**src/rtl/tcport_pkg.sv**
```systemverilog
package tcport_pkg;

  // Strobes from control to datapath, one cycle each
  typedef struct packed {
    logic stepCnt;  // internal source: advance counter and send
    logic loadExt;  // external source: send outside value
    logic loadRx;   // received code takes the counter
    logic pubRx;    // received code is the expected successor
  } tcStrobe_t;

endpackage

```
**src/rtl/tcport_ctrl.sv**
```systemverilog
module tcport_ctrl
  import tcport_pkg::*;
(
  input  logic      clk,
  input  logic      rstN,
  input  logic      tickIn,
  input  logic      extMode,
  input  logic      rxValid,
  input  logic      rxMatch,
  output tcStrobe_t strobe,
  output logic      sendReq,
  output logic      tickOut
);

  // A local tick always wins over a received code in the same cycle
  always_comb begin
    strobe.stepCnt = tickIn & ~extMode;
    strobe.loadExt = tickIn & extMode;
    strobe.loadRx  = rxValid & ~tickIn;
    strobe.pubRx   = rxValid & ~tickIn & rxMatch;
  end

  always_ff @(posedge clk or negedge rstN) begin
    if (!rstN) begin
      sendReq <= 1'b0;
      tickOut <= 1'b0;
    end else begin
      sendReq <= strobe.stepCnt | strobe.loadExt;
      tickOut <= strobe.pubRx;
    end
  end

endmodule

```
**src/rtl/tcport_datapath.sv**
```systemverilog
module tcport_datapath
  import tcport_pkg::*;
#(
  parameter int CNT_W  = 6,
  parameter int FLAG_W = 2,
  localparam int CODE_W = CNT_W + FLAG_W
) (
  input  logic              clk,
  input  logic              rstN,
  input  tcStrobe_t         strobe,
  input  logic [CODE_W-1:0] extCode,
  input  logic [CODE_W-1:0] rxCode,
  output logic              rxMatch,
  output logic [CODE_W-1:0] sendCode,
  output logic [CODE_W-1:0] timeOut,
  output logic [CNT_W-1:0]  curCount
);

  localparam logic [CNT_W-1:0] ONE = {{(CNT_W-1){1'b0}}, 1'b1};

  logic [CNT_W-1:0] nextCnt;

  assign nextCnt = curCount + ONE;   // wraps naturally at 2**CNT_W
  assign rxMatch = (rxCode[CNT_W-1:0] == nextCnt);

  always_ff @(posedge clk or negedge rstN) begin
    if (!rstN) begin
      curCount <= '0;
      sendCode <= '0;
    end else if (strobe.stepCnt) begin
      curCount <= nextCnt;
      sendCode <= {{FLAG_W{1'b0}}, nextCnt};
    end else if (strobe.loadExt) begin
      curCount <= extCode[CNT_W-1:0];
      sendCode <= extCode;
    end else if (strobe.loadRx) begin
      curCount <= rxCode[CNT_W-1:0];
    end
  end

  always_ff @(posedge clk or negedge rstN) begin
    if (!rstN)             timeOut <= '0;
    else if (strobe.pubRx) timeOut <= rxCode;
  end

endmodule

```
**src/rtl/timecode_port.sv**
```systemverilog
module timecode_port
  import tcport_pkg::*;
#(
  parameter int CNT_W  = 6,
  parameter int FLAG_W = 2,
  localparam int CODE_W = CNT_W + FLAG_W
) (
  input  logic              clk,
  input  logic              rstN,
  input  logic              extMode,
  input  logic              tickIn,
  input  logic [CODE_W-1:0] extCode,
  input  logic              rxValid,
  input  logic [CODE_W-1:0] rxCode,
  output logic              sendReq,
  output logic [CODE_W-1:0] sendCode,
  output logic              tickOut,
  output logic [CODE_W-1:0] timeOut,
  output logic [CNT_W-1:0]  curCount
);

  tcStrobe_t strobe;
  logic      rxMatch;

  tcport_ctrl u_ctrl (
    .clk     (clk),
    .rstN    (rstN),
    .tickIn  (tickIn),
    .extMode (extMode),
    .rxValid (rxValid),
    .rxMatch (rxMatch),
    .strobe  (strobe),
    .sendReq (sendReq),
    .tickOut (tickOut)
  );

  tcport_datapath #(.CNT_W(CNT_W), .FLAG_W(FLAG_W)) u_dp (
    .clk      (clk),
    .rstN     (rstN),
    .strobe   (strobe),
    .extCode  (extCode),
    .rxCode   (rxCode),
    .rxMatch  (rxMatch),
    .sendCode (sendCode),
    .timeOut  (timeOut),
    .curCount (curCount)
  );

endmodule

```
**config.mk**
```make
export PLATFORM = sky130hd
export DESIGN_NAME = timecode_port
export DESIGN_NICKNAME = d
export VERILOG_FILES = /design/src/rtl/tcport_pkg.sv /design/src/rtl/tcport_ctrl.sv /design/src/rtl/tcport_datapath.sv /design/src/rtl/timecode_port.sv
export SDC_FILE = /design/constraint.sdc
export NUM_CORES = 1
export LEC_CHECK = 0
export ABC_AREA = 0
export BUFFER_PORTS_ARGS = -buffer_cell sky130_fd_sc_hd__buf_2
export CELL_PAD_IN_SITES_DETAIL_PLACEMENT = 1
export CELL_PAD_IN_SITES_GLOBAL_PLACEMENT = 1
export CORE_UTILIZATION = 32
export CTS_BUF_LIST = sky130_fd_sc_hd__clkbuf_16
export CTS_CLUSTER_SIZE = 16
export DETAILED_ROUTE_END_ITERATION = 12
export PLACE_DENSITY = 0.77
export REMOVE_ABC_BUFFERS = 1
export SYNTH_ARGS = -nofsm -noshare
export SYNTH_HDL_FRONTEND = slang
export SYNTH_SLANG_ARGS = --single-unit
```
**constraint.sdc**
```tcl
create_clock -name clk -period 2.1 [get_ports clk]
set_clock_uncertainty 0.2 [all_clocks]
set_input_delay 0.63 -clock clk [delete_from_list [all_inputs] [get_ports clk]]
set_output_delay 0.63 -clock clk [all_outputs]
set_load 0.005 [all_outputs]
```
## Word level (Yosys, flattened, before mapping)

Cells that the tools add are included.

| word-level totals | value |
|---|---|
| register bits after elaboration | 24 |
| input bits | 21 |
| output and inout bits | 24 |
| logic and storage cells | 21 |

| operators by class | value |
|---|---|
| $add $sub $neg | 1 |
| equality and inequality tests | 1 |
| muxes and demuxes | 5 |
| bitwise logic cells | 7 |
| reductions and logical operators | 2 |

Operators with widths:

| operator | count |
|---|---|
| two-way mux 6 bit | 3 |
| two-way mux 8 bit | 2 |
| adder 6 x 1 -> 6 bit (second input constant) | 1 |
| == test 6 bit | 1 |
| AND 1 bit | 4 |
| nonzero test 3 bit | 1 |
| NOT 1 bit | 2 |
| nonzero test 2 bit | 1 |
| bitwise OR 1 bit | 1 |

## Longest topological paths before layout

| depth | value |
|---|---|
| word-level depth | 5 |
| gate-level depth with buffers | 6 |
| depth with buffers taken out | 6 |

## Hierarchy

A second synthesis with hierarchy kept.

| unflattened totals | value |
|---|---|
| cells, all modules | 109 |
| area total of the unflattened synthesis | 1218.7 µm² |

Modules (own cells, without submodules):

| module | instances | cells each | area an instance (µm²) | seq. area each (µm²) |
|---|---|---|---|---|
| tcport_datapath | 1 | 102 | 1137.3 | 550.5 |
| tcport_ctrl | 1 | 7 | 81.3 | 50.0 |

## Worst setup path before layout

No wires, ideal clock.

| timing path | value |
|---|---|
| path kind | reg2reg |
| from | register u_dp.curCount[0] |
| to | register u_dp.timeOut[0] |
| library setup time | 0.125 ns |
| arrival | 1.816 ns |
| data required time | 1.775 ns |
| slack | -0.041 ns |
| stages on the path, launching flop included | 7 |
| path buffers | 0 |
| period minus slack after synthesis | 2.141 ns |
| path through | dfrtp_1 ha_1 xnor2_1 nand4b_1 nor4_4 nand2_4 mux2_2 |

| between the ends | value |
|---|---|
| longest elaborated chain between the ends | 3 |

RTL lines:

| what | line | RTL |
|---|---|---|
| start: declaration | tcport_datapath.sv:16 | `output logic [CNT_W-1:0] curCount` |
| start signal: assignment | tcport_datapath.sv:31 | `curCount <= nextCnt;` |
| start signal: assignment | tcport_datapath.sv:34 | `curCount <= extCode[CNT_W-1:0];` |
| start signal: assignment | tcport_datapath.sv:37 | `curCount <= rxCode[CNT_W-1:0];` |
| adder 6 x 1 -> 6 bit | tcport_datapath.sv:23 | `assign nextCnt = curCount + ONE;` |
| == test 6 bit | tcport_datapath.sv:24 | `assign rxMatch = (rxCode[CNT_W-1:0] == nextCnt);` |
| AND 1 bit | tcport_ctrl.sv:20 | `strobe.pubRx = rxValid & ~tickIn & rxMatch;` |
| end signal: assignment | tcport_datapath.sv:43 | `else if (strobe.pubRx) timeOut <= rxCode;` |
| end: declaration | tcport_datapath.sv:15 | `output logic [CODE_W-1:0] timeOut,` |

No other way between the ends.
A chain may end at the register's enable or synchronous reset.

## Worst setup path in the final report

| timing path | value |
|---|---|
| from | register u_dp.curCount[1] |
| to | register u_dp.timeOut[3] |

The elaborated chain is that of the path after synthesis.

==> summary.md <==
| Metric | Value |
|---|---|
| Top post-synthesis cells by area | `dfrtp_1, mux2_2, o21ai_0` |
| CTS tree | `yes` |
| Max cap viols | `0` |
| CP Capture Type | `flop` |
| WP data required | `2.05 ns` |
| Die Ht | `62.4 um` |
| N_diodes | `0` |
| DR iter-0 viols | `27` |
| Routed len/inst | `14.5 um` |
| Clk root buf | `clkbuf_16` |
| Crit Path Max Fanout | `8` |
| Sequential Power Share | `0.427` |
| Crit path kind | `flop to flop` |
| Critical path arrival | `1.98 ns` |
| Peak VDD IR | `0.356 mV` |
| Vias in the first global route | `1096` |
| # port buffers | `44` |
| Hold_ws | `0.147 ns` |
| Antenna Violating Nets Remaining | `0` |
| Core Region | `between 3000 and 4000 sq um` |
| GPL Wtd Cong | `0.728` |
| Sequential-to-total area share from yosys stat | `0.514` |
| Dpl hpwl | `2.25 mm` |
| Post-route DRC | `0` |
| Cell Pwr Density | `857 nW/um^2` |
| Async SR Flop Fraction | `1.00` |
| Synth top area share | `0.514` |
| RSZ-0062 raised after global routing | `yes` |
| Layout area overhead | `38.4%` |
| Slew margin rel. | `0.638` |
| Worst setup SP type | `flop` |
| Final Net Count | `181` |
| Starting Density | `0.342` |
| First-pass GRT wire length | `4.97 mm` |
| Clk slew on worst S/H paths | `0.07 ns` |
| Synth unique cells | `20` |
| Flops & latches, synth | `24` |
| Critical path's slowest cell | `dfrtp_1` |
| Min Tclk post-route | `2.03 ns` |
| Die area | `3900 sq um` |
| Net Sw Frac | `0.281` |
| GRT overflow | `0` |
| CTS H-Tree Depth | `1` |
| Pre-CTS WS | `-0.136 ns` |
| Gate power share | `0.270` |
| Synth warn | `0` |
| Top_reg_cell synth | `dfrtp_1` |
| Die width | `62.4 um` |
| Post-Syn Instances | `104` |
| Switching power | `389 uW` |
| Final setup fails | `0` |
| Routed wire length | `approximately 3.0 mm` |
| Netlist Area Pre-Place | `1170 sq um` |
| Clk network pwr share | `0.303` |
| Worst Tran Pin Value | `between 0.5 and 0.6 ns` |
| Sum of buffers and inverters on the critical path | `0` |
| Final worst slack | `between 0.06 and 0.07 ns` |
| Syn avg cell area | `11.2 sq um` |
| I/O pin count | `45` |
| 1st-pass router iterations | `3` |
| Vias per inst | `4.76` |
| Max stage delay on crit path | `0.41 ns` |
| Cts hold-fix bufs | `0` |
| Via count | `972` |
| Worst hold path type | `primary input to async pin` |
| Clock sinks | `24` |
| Max-slew violations | `0` |
| Row cnt | `21` |
| Largest net degree at the start of global routing | `25` |
| Leak | `0.835 nW` |
| Final period util | `0.967` |
| EDFF count, synth | `0` |
| Final hold viol count | `0` |
| Initial antenna violation count | `0` |
| Max Root-Sink Buffers | `2` |
| Worst-Skew Late Latency | `0.26 ns` |
| Top cell type by total area after synthesis | `dfrtp_1` |
| Layout cell share with drive strength beyond 1 | `0.462` |
| GRT Util Overall | `0.166` |
| Critical path, cell by cell | `ha_4 > xnor2_2 > nand4b_1 > nor4_4 > nand2_4 > mux2_2` |
| Top Family by Delay on Critical Path | `simple AND/OR/NAND/NOR gates` |
| CTS Buf Count | `3` |
| Internal power | `998 uW` |
| Outcome | `completed` |
| Setup TNS | `0 ns` |
| Fmax | `492 MHz` |
[layout by cell type (no fill, tap or decap)]
cell type / Yosys / routed
ha_4: 0 / 1
buf_2: 1 / 44
buf_4: 0 / 11
o211ai_1: 3 / 3
nand4b_1: 1 / 1
dfrtp_1: 24 / 24
o21a_1: 4 / 4
nor4_4: 1 / 1
nand3_1: 6 / 6
clkinv_1: 0 / 1
nand2_1: 8 / 8
inv_1: 8 / 8
mux2_2: 9 / 9
nand2b_1: 2 / 2
clkbuf_16: 0 / 3
mux2i_1: 5 / 5
xnor2_2: 0 / 2
o21ai_0: 13 / 13
nor2_2: 0 / 1
nand2_4: 1 / 1
xnor2_1: 5 / 3
xnor3_1: 1 / 1
xor2_1: 6 / 6
[cell families (layout without fill, tap and decap cells)]
| kind of cell | after synthesis | after routing | share of synthesized area |
|---|---|---|---|
| AND/OR/NAND/NOR | 20 | 20 | 0.101 |
| AO/OA/AOI/OAI | 20 | 20 | 0.101 |
| buffers and inverters | 13 | 67 | 0.0428 |
| adder cells (fa/ha/maj) | 1 | 1 | 0.0107 |
| flip-flops | 24 | 24 | 0.514 |
| multiplexers | 14 | 14 | 0.130 |
| XOR/XNOR | 12 | 12 | 0.102 |
[metal layers]
metal | share of wire | track usage | up-vias
met4 | 0.022 | 0.0756 | 0
met3 | 0.045 | 0.0328 | 9
li1 | - | - | 458
met2 | 0.53 | 0.299 | 31
met5 | 0 | 0 | -
met1 | 0.40 | 0.188 | 474
[final timing paths]
| kind | from | to | slack (ns) | cells after the start |
|---|---|---|---|---|
| worst max-delay path | u_dp.curCount[1]$_DFFE_PN0P_ | u_dp.timeOut[3]$_DFFE_PN0P_ | 0.07 | 6 |
| worst min-delay path | rstN | u_dp.timeOut[5]$_DFFE_PN0P_ | 0.15 | 1 |
| worst max register to register | u_dp.curCount[1]$_DFFE_PN0P_ | u_dp.timeOut[3]$_DFFE_PN0P_ | 0.07 | 6 |
| worst min register to register | u_dp.sendCode[0]$_DFFE_PN0P_ | u_dp.sendCode[0]$_DFFE_PN0P_ | 0.28 | 1 |
| max in group asynchronous | rstN | u_dp.curCount[4]$_DFFE_PN0P_ | 1.18 | 1 |
| min in group clk | u_dp.sendCode[0]$_DFFE_PN0P_ | u_dp.sendCode[0]$_DFFE_PN0P_ | 0.28 | 1 |
[area by class of cell]
cell class | count | area, sq um
clock inverters | 1 | 3.75
fillers | 399 | 1800
well taps | 46 | 57.6
multi-input cells | 67 | 548
repair buffers | 55 | 303
clock buffers | 3 | 75.1
flip-flops and latches | 24 | 601
inverters | 8 | 30.0
[registers in the layout (all words and copies together) (netlist names)]
name and count:
u_ctrl.sendReq 1, u_ctrl.tickOut 1, u_dp.timeOut 8, u_dp.sendCode 8, u_dp.curCount 6
[per-stage QoR]
step | utilization | std cells | total power [mW] | area, sq um
3_5_place_dp | 0.437 | 198 | 0.953 | 1490
3_3_place_gp | 0.437 | 198 | 0.932 | 1490
2_1_floorplan | - | 99 | 0.767 | 1150
6_report | 0.474 | 204 | 1.39 | 1620
5_1_grt | 0.474 | 204 | 1.46 | 1620
4_1_cts | 0.463 | 202 | 1.38 | 1580
[worst register-to-register path: cells and delay by family (launching register included)]
family | cells | cell delay (ns)
xor gates and xnor gates | 1 | 0.11
adders and majority gates | 1 | 0.30
DFF | 1 | 0.41
muxes | 1 | 0.30
and+or+nand+nor | 3 | 0.61
[what timing repair did]
action	4_1_cts	5_1_grt
pin swaps	2	4
endpoints found under the setup margin	8	8
gates resized for setup	1	3
setup buffers	0	2
[cells in the mapped netlist, types with 3 or more instances]
library cell and count:
clkbuf_1 4, dfrtp_1 24, inv_1 8, mux2_2 9, mux2i_1 5, nand2_1 8
nand3_1 6, o211ai_1 3, o21a_1 4, o21ai_0 13, xnor2_1 5, xor2_1 6
[power groups by stage]
stage	sequential [mW]	combinational (mW)	clock, mW
2_1_floorplan	0.604	0.162	0
5_1_grt	0.604	0.413	0.441
4_1_cts	0.591	0.365	0.423
3_3_place_gp	0.594	0.339	0
6_report	0.592	0.375	0.420
3_5_place_dp	0.598	0.355	0
No activity file was read; power rests on OpenSTA's default activity.
